### src/rtl/qpel_luma_interp.sv
module qpel_luma_interp #(
  parameter int PW = 8,
  parameter int WN = 9
) (
  input  logic             clk,
  input  logic             rst_n,
  input  logic             win_we,
  input  logic [3:0]       win_row,
  input  logic [WN*PW-1:0] win_data,
  input  logic             start,
  input  logic [1:0]       frac_x,
  input  logic [1:0]       frac_y,
  input  logic             fifo_full,
  output logic             busy,
  output logic             out_wr,
  output logic [PW-1:0]    out_pix
);
  localparam int PMAX = (1 << PW) - 1;

  logic [PW-1:0] win [WN][WN];
  logic [3:0] idx;
  logic [1:0] fx_q, fy_q;
  logic [3:0] rr, cc;

  always_ff @(posedge clk)
    if (win_we && !busy && win_row < 4'(WN))
      for (int c = 0; c < WN; c++) win[win_row][c] <= win_data[c*PW +: PW];

  always_ff @(posedge clk)
    if (!rst_n) begin
      busy <= 1'b0;
      idx  <= '0;
      fx_q <= '0;
      fy_q <= '0;
    end else if (!busy) begin
      if (start) begin
        busy <= 1'b1;
        idx  <= '0;
        fx_q <= frac_x;
        fy_q <= frac_y;
      end
    end else if (out_wr) begin
      idx <= idx + 4'd1;
      if (idx == 4'd15) busy <= 1'b0;
    end

  assign out_wr = busy && !fifo_full;
  assign rr = {2'b00, idx[3:2]} + 4'd2;
  assign cc = {2'b00, idx[1:0]} + 4'd2;

  function automatic int px(logic [3:0] r, logic [3:0] c);
    return int'(win[r][c]);
  endfunction

  function automatic int fir(int e0, int e1, int e2, int e3, int e4, int e5);
    return e0 - 5*e1 + 20*e2 + 20*e3 - 5*e4 + e5;
  endfunction

  function automatic int hsum(logic [3:0] r, logic [3:0] c);
    return fir(px(r, c-4'd2), px(r, c-4'd1), px(r, c), px(r, c+4'd1), px(r, c+4'd2), px(r, c+4'd3));
  endfunction

  function automatic int vsum(logic [3:0] r, logic [3:0] c);
    return fir(px(r-4'd2, c), px(r-4'd1, c), px(r, c), px(r+4'd1, c), px(r+4'd2, c), px(r+4'd3, c));
  endfunction

  function automatic int clip(int v);
    return (v < 0) ? 0 : (v > PMAX) ? PMAX : v;
  endfunction

  function automatic logic [PW-1:0] avg(int a, int b);
    return PW'((a + b + 1) >>> 1);
  endfunction

  int g, gr, gd, hb, hs, vh, vm, cj;

  always_comb begin
    g  = px(rr, cc);
    gr = px(rr, cc + 4'd1);
    gd = px(rr + 4'd1, cc);
    hb = clip((hsum(rr, cc) + 16) >>> 5);
    hs = clip((hsum(rr + 4'd1, cc) + 16) >>> 5);
    vh = clip((vsum(rr, cc) + 16) >>> 5);
    vm = clip((vsum(rr, cc + 4'd1) + 16) >>> 5);
    cj = clip((fir(vsum(rr, cc-4'd2), vsum(rr, cc-4'd1), vsum(rr, cc),
                   vsum(rr, cc+4'd1), vsum(rr, cc+4'd2), vsum(rr, cc+4'd3)) + 512) >>> 10);
    case ({fy_q, fx_q})
      4'b00_00: out_pix = PW'(g);
      4'b00_01: out_pix = avg(g, hb);
      4'b00_10: out_pix = PW'(hb);
      4'b00_11: out_pix = avg(hb, gr);
      4'b01_00: out_pix = avg(g, vh);
      4'b01_01: out_pix = avg(hb, vh);
      4'b01_10: out_pix = avg(hb, cj);
      4'b01_11: out_pix = avg(hb, vm);
      4'b10_00: out_pix = PW'(vh);
      4'b10_01: out_pix = avg(vh, cj);
      4'b10_10: out_pix = PW'(cj);
      4'b10_11: out_pix = avg(cj, vm);
      4'b11_00: out_pix = avg(vh, gd);
      4'b11_01: out_pix = avg(vh, hs);
      4'b11_10: out_pix = avg(cj, hs);
      default:  out_pix = avg(vm, hs);
    endcase
  end

  p_start_r2: assert property (@(posedge clk) disable iff (!rst_n)
    !busy && start |=> busy && idx == 4'd0);
  p_adv_r2: assert property (@(posedge clk) disable iff (!rst_n)
    out_wr && idx != 4'd15 |=> busy && idx == $past(idx) + 4'd1);
  p_done_r2: assert property (@(posedge clk) disable iff (!rst_n)
    out_wr && idx == 4'd15 |=> !busy);
  p_hold_r7: assert property (@(posedge clk) disable iff (!rst_n)
    busy && fifo_full |=> busy && $stable(idx) && $stable(out_pix));
  p_frac_r8: assert property (@(posedge clk) disable iff (!rst_n)
    busy && $past(busy) |-> $stable(fx_q) && $stable(fy_q));
endmodule

### config.mk
export PLATFORM = sky130hd
export DESIGN_NAME = qpel_luma_interp
export DESIGN_NICKNAME = d
export VERILOG_FILES = /design/src/rtl/qpel_luma_interp.sv
export SDC_FILE = /design/constraint.sdc
export NUM_CORES = 2
export LEC_CHECK = 0
export ABC_AREA = 1
export BUFFER_PORTS_ARGS = -buffer_cell sky130_fd_sc_hd__buf_2
export CELL_PAD_IN_SITES_DETAIL_PLACEMENT = 1
export CELL_PAD_IN_SITES_GLOBAL_PLACEMENT = 1
export CORE_ASPECT_RATIO = 1.1
export CORE_UTILIZATION = 35
export DETAILED_ROUTE_END_ITERATION = 8
export PLACE_DENSITY = 0.63
export SKIP_LAST_GASP = 1
export SYNTH_ARGS = -nofsm -noshare
export SYNTH_HDL_FRONTEND = slang
export SYNTH_SLANG_ARGS = --single-unit
### constraint.sdc
create_clock -name clk -period 38.5 [get_ports clk]
set_clock_uncertainty 0.1 [all_clocks]
set_input_delay 1.925 -clock clk [delete_from_list [all_inputs] [get_ports clk]]
set_output_delay 1.925 -clock clk [all_outputs]
set_load 0.02 [all_outputs]
## Word level (Yosys, flattened, before mapping)

Memory sizes are Yosys's and may differ from the RTL's.
Index checks and enable logic that the tools add are counted.

- Logic and storage cells: 301
- Bits in registers: 9
- RAM bits: 648
- Input bits: 85
- Memories kept: 1
- Output and inout port bits: 10

Memories:

| name | depth | width | read ports | clocked after Yosys merged registers in | write ports | RTL line | source |
|---|---|---|---|---|---|---|---|
| win | 9 | 72 | 6 | 0 | 1 | 20 | `logic [PW-1:0] win [WN][WN];` |

- $add $sub $neg: 87
- Muxes and demuxes: 128
- Multipliers: 32
- Reduce and logical (&&, ||, !) cells: 9
- Order comparisons: 17
- Eq/ne operators: 16
- Bitwise gates (word level): 7

Operator list:

| operator | count |
|---|---|
| 8-bit binary-select mux with 4-bit select | 36 |
| 8-bit 2-to-1 mux | 72 |
| 3-bit by 8-bit multiplier with 11-bit output, first input constant | 28 |
| 12-bit by 14-bit adder with 15-bit output | 8 |
| 8-bit case mux with 15 select lines | 1 |
| 9-bit by 2-bit adder with 9-bit output, second input constant | 12 |
| 9-bit adder | 12 |
| 32-bit adder | 3 |
| 32-bit by 6-bit adder with 32-bit output, second input constant | 3 |
| 32-bit by 9-bit adder with 32-bit output | 3 |
| 32-bit by 12-bit subtractor with 32-bit output | 3 |
| 8-bit by 11-bit subtractor with 12-bit output | 8 |
| 17-bit by 9-bit adder with 18-bit output | 5 |
| 9-bit 2-to-1 mux | 10 |
| 16-bit by 12-bit subtractor with 17-bit output | 5 |
| 27-bit by 9-bit greater-than comparator with 1-bit output, second input constant | 3 |
| 27-bit by 1-bit less-than comparator with 1-bit output, second input constant | 3 |
| 15-bit by 14-bit adder with 16-bit output | 5 |
| 4-bit by 18-bit multiplier with 22-bit output, first input constant | 3 |
| 23-bit by 32-bit adder with 32-bit output | 1 |
| 32-bit by 11-bit adder with 32-bit output, second input constant | 1 |
| 32-bit by 18-bit adder with 32-bit output | 1 |
| 32-bit by 24-bit adder with 32-bit output | 1 |
| 4-bit equality test, second input constant | 8 |
| other kinds (30) | 61 |

## Depth between registers and ports, before layout

- Depth after elaboration: 25
- Gate-level depth with buffers: 113
- Gate-level depth less buffers: 95

## Least setup slack after synthesis

OpenSTA, ideal clock, no wires.

- Kind: register to output
- Start: reg idx[3]
- End: out out_pix[3]
- Arrival: 18516 ps
- Cell stages (with the launch flop): 97
- Setup slack: 17959 ps
- Data required time: 36475 ps
- Cells stage by stage: dfxtp_1 > buf_2 > inv_1 > buf_4 > buf_2 > buf_2 > buf_2 > clkbuf_1 > clkbuf_1 > buf_2 > buf_2 > buf_2 > ha_1 > inv_2 > buf_2 > buf_2 > buf_2 > buf_2 > (+61 left out) > nand3_1 > nand2_1 > nand2_1 > nand3b_1 > nand2_2 > nor2_1 > inv_1 > fa_1 > nor2_1 > nor2_1 > o21bai_1 > nand2_1 > inv_1 > o22ai_1 > a2111oi_0 > nand4_1 > a221oi_1 > nand2_1

- Cells in the longest elaborated chain, start to end: 25
- Elaborated cells on any way between the ends: 242

RTL lines:

| what | RTL line | source |
|---|---|---|
| start, declared | 21 | `logic [3:0] idx;` |
| start signal, assigned | 43 | `idx <= idx + 4'd1;` |
| 2-bit by 2-bit adder with 3-bit output * | 48 | `assign rr = {2'b00, idx[3:2]} + 4'd2;` |
| 3-bit by 1-bit subtractor with 4-bit output | 64 | `return fir(px(r-4'd2, c), px(r-4'd1, c), px(r, c), px(r+4'd1, c), px(r+4'd2, c), px(r+4'd3, c));` |
| memory read 9 x 72 bit * | - |  |
| 8-bit binary-select mux with 4-bit select | 52 | `return int'(win[r][c]);` |
| 8-bit 2-to-1 mux (implied by the code) (2 in series) | 52 |  |
| 3-bit by 8-bit multiplier with 11-bit output | 56 | `return e0 - 5*e1 + 20*e2 + 20*e3 - 5*e4 + e5;` |
| 8-bit by 11-bit subtractor with 12-bit output | 56 |  |
| 12-bit by 14-bit adder with 15-bit output | 56 |  |
| (+7 left out) | - |  |
| 32-bit by 22-bit subtractor with 32-bit output | 56 |  |
| 32-bit by 18-bit adder with 32-bit output | 56 |  |
| 32-bit by 11-bit adder with 32-bit output | 86 | `vsum(rr, cc+4'd1), vsum(rr, cc+4'd2), vsum(rr, cc+4'd3)) + 512) >>> 10);` |
| 22-bit by 9-bit greater-than comparator with 1-bit output | 68 | `return (v < 0) ? 0 : (v > PMAX) ? PMAX : v;` |
| 9-bit 2-to-1 mux (2 in series) | 68 |  |
| 9-bit adder | 72 | `return PW'((a + b + 1) >>> 1);` |
| 9-bit by 2-bit adder with 9-bit output | 72 |  |
| 8-bit case mux with 15 select lines * | 87 | `case ({fy_q, fx_q})` |
| end, declared | 16 | `output logic [PW-1:0] out_pix` |

Mark *: on every way between the ends. The rest lies on a longest branch, timed or not. The select of a mux whose other input is x is not followed.

## Worst setup path after layout

- Start: reg idx[2]
- End: out out_pix[3]

Same word-level chain as after synthesis.

==> metrics.txt <==
status completed; share of layout cells above drive strength 1 5.08%; Initial Util 35.3%; multiplexer area fraction after synthesis 2.01%; compound-cell area share of the yosys netlist 15.5%; post-CTS setup buffers 0; slowest CP cell mux2i_1; Ys Warns 0; first-pass GRT wire length 531 mm; number of buffers created by CTS 82; total number of vias 75000; CP top delay family adder cells; placed cell count 13400; Final Cycle Share 62.1%; RD Place Congestion 0.994; largest family of logic cells by synthesized area adder cells; Die Area 232000 sq um; Area Overhead vs Synth 8.11%; Clock Pin Slew Worst Setup and Hold Paths 0.06 ns; CTS Sinks 657; GRT Residual Overflow 0; TritonRoute pass-1 iters 7; HPWL after detailed placement 300 mm; largest net degree at the start of global routing 154; # hold bufs at CTS 0; Post-synth EDFFs 648; Core Area 229000 sq um; CTS-repair resized insts 0; count of different cell masters after synthesis 75; Cells after Synth 10600; Ports 95; sequential area share after synthesis 24.3%; Routed WL 370 mm; register area 19700 sq um; fin cells 13600; clk buf depth 3; GRT Total Usage 31.3%; Crit. End Element primary output; vias in the first global route 76700; simple-gate share of the synthesized area 19.3%; fin crit period 23.91 ns; Syn Area/Cell 7.65 sq um; RSZ-0062 raised after global routing no; max-slew violations 0; CP startpoint kind flop; # port buffers 94; setup violators final 0; Die Span Y 506 microns; setup tns final 0 ns; final hold vios 0; crit-path max cell delay 0.82 ns; Slew @ Worst Pin 1.37 ns; Die W 460 microns; ys async rst share 0%; Antenna Nets Post-Route 0; FP Rows 184; CP bufs+invs 14; Synth Cell Area 80700 sq um; Crit Path Class reg -> out; Filler Cell Count 28000; DR WL/cell 27.2 microns; Max-Cap Viols 0; clk_lat worst skew 0.73 ns; net count after synthesis 12000; CP Max Fanout 121; max_slew headroom 8.57%; top_reg_cell synth edfxtp_1; critical path arrival 21.88 ns; initial antenna violation count 36; Root Buffer Master clkbuf_16; vias per std cell 5.52; Synth Area in XOR/XNOR 3.63%; number of DRC markers in iteration 0 5608; hold slack 0.416 ns; FF+latch count, synth 657; # DRC 0; worst path required time 36.48 ns; footprint of the multi-input gates 53400 sq um; fmax 0.0418 GHz; worst hold path class reg -> reg; CTS tree built; H-tree levels 3; Post-Synth Adder-Cell Area 25.6%; Final #Nets 11900
## cell families (layout without fill, tap and decap cells)
group | Yosys count | count (layout)
and+or+nand+nor | 3788 | 3788
xor gates and xnor gates | 331 | 331
other | 0 | 15
muxes | 162 | 162
AOI/OAI and AO/OA | 2272 | 2272
adders and majority gates | 1377 | 1377
buffers and inverters | 1964 | 1918
DFF | 657 | 657
## placed cells by master (no fill, tap or decap), types with 94 or more instances in the layout
cell and instances:
a21oi_1 605, o21ai_0 1173, mux2i_1 160, fa_1 452, nor2_1 417, buf_2 94
nand2_1 2540, buf_4 157, edfxtp_1 648, inv_1 1496, xnor2_1 123, nand3_1 604
xor2_1 204, ha_1 921
## synth_stat cells (all sizes together), types with 54 or more instances
cell type / n / area (sq um)
a21oi: 608 / 3060
buf: 238 / 1270
clkbuf: 212 / 796
edfxtp: 648 / 19500
fa: 452 / 9050
ha: 925 / 11600
inv: 1510 / 5670
mux2i: 162 / 1630
nand2: 2587 / 9850
nand3: 622 / 3210
nor2: 431 / 1650
o211ai: 54 / 405
o21ai: 1264 / 6370
xnor2: 124 / 1090
xor2: 207 / 1840
## worst reg2reg max path, stage by stage, from the launching register on
cell and delay, ns:
dfxtp_4 0.81, buf_4 0.68, buf_4 0.85, ha_4 0.77, buf_4 0.71, a221oi_1 0.27
## registers in the layout, indices dropped and copies added, names as in the netlist
register and cells:
win 648, busy 1, fx_q 2, fy_q 2
idx 4
## path summary, 6_finish.rpt
| kind | startpoint | end | slack, ns | depth (start not counted) |
|---|---|---|---|---|
| worst max-delay path | idx[2]$_SDFFE_PN0P_ | out_pix[3] | 14.59 | 82 |
| worst min register to register | fx_q[0]$_SDFFE_PN0P_ | fx_q[0]$_SDFFE_PN0P_ | 0.42 | 2 |
| worst min-delay path | fx_q[0]$_SDFFE_PN0P_ | fx_q[0]$_SDFFE_PN0P_ | 0.42 | 2 |
| worst max register to register | idx[2]$_SDFFE_PN0P_ | busy$_SDFF_PN0_ | 34.18 | 5 |
## per-layer routing
layer | GRT usage (%) | wire, microns | vias up
met3 | 3.96 | 19200 | 524
met2 | 53.2 | 176000 | 1875
met5 | 0 | 81 | -
met1 | 39.5 | 157000 | 37700
li1 | - | - | 34900
met4 | 13.9 | 18500 | 10
## area by class of cell
class	instances	area share, %
Clock inverter	53	0.747
Timing Repair Buffer	256	2.01
Clock buffer	95	2.46
Inverter	1514	6.56
Sequential cell	657	22.5
Multi-Input combinational cell	7930	61.3
Antenna cell	15	0.0430
Tap cell	3069	4.40
## metrics by stage
| step | instance area, sq um | setup WS [ns] | util, % |
|---|---|---|---|
| floorplan | 80700 | 17.96 | - |
| global placement | 84400 | 15.69 | 36.9 |
| finish | 87200 | 14.59 | 38.1 |
| global route | 87200 | 13.07 | 38.1 |
| CTS | 87200 | 14.50 | 38.1 |
| detailed placement | 84400 | 15.38 | 36.9 |
Power is not shown: default switching activity piles up to over one toggle a cycle in this logic, so the estimate is an artifact.
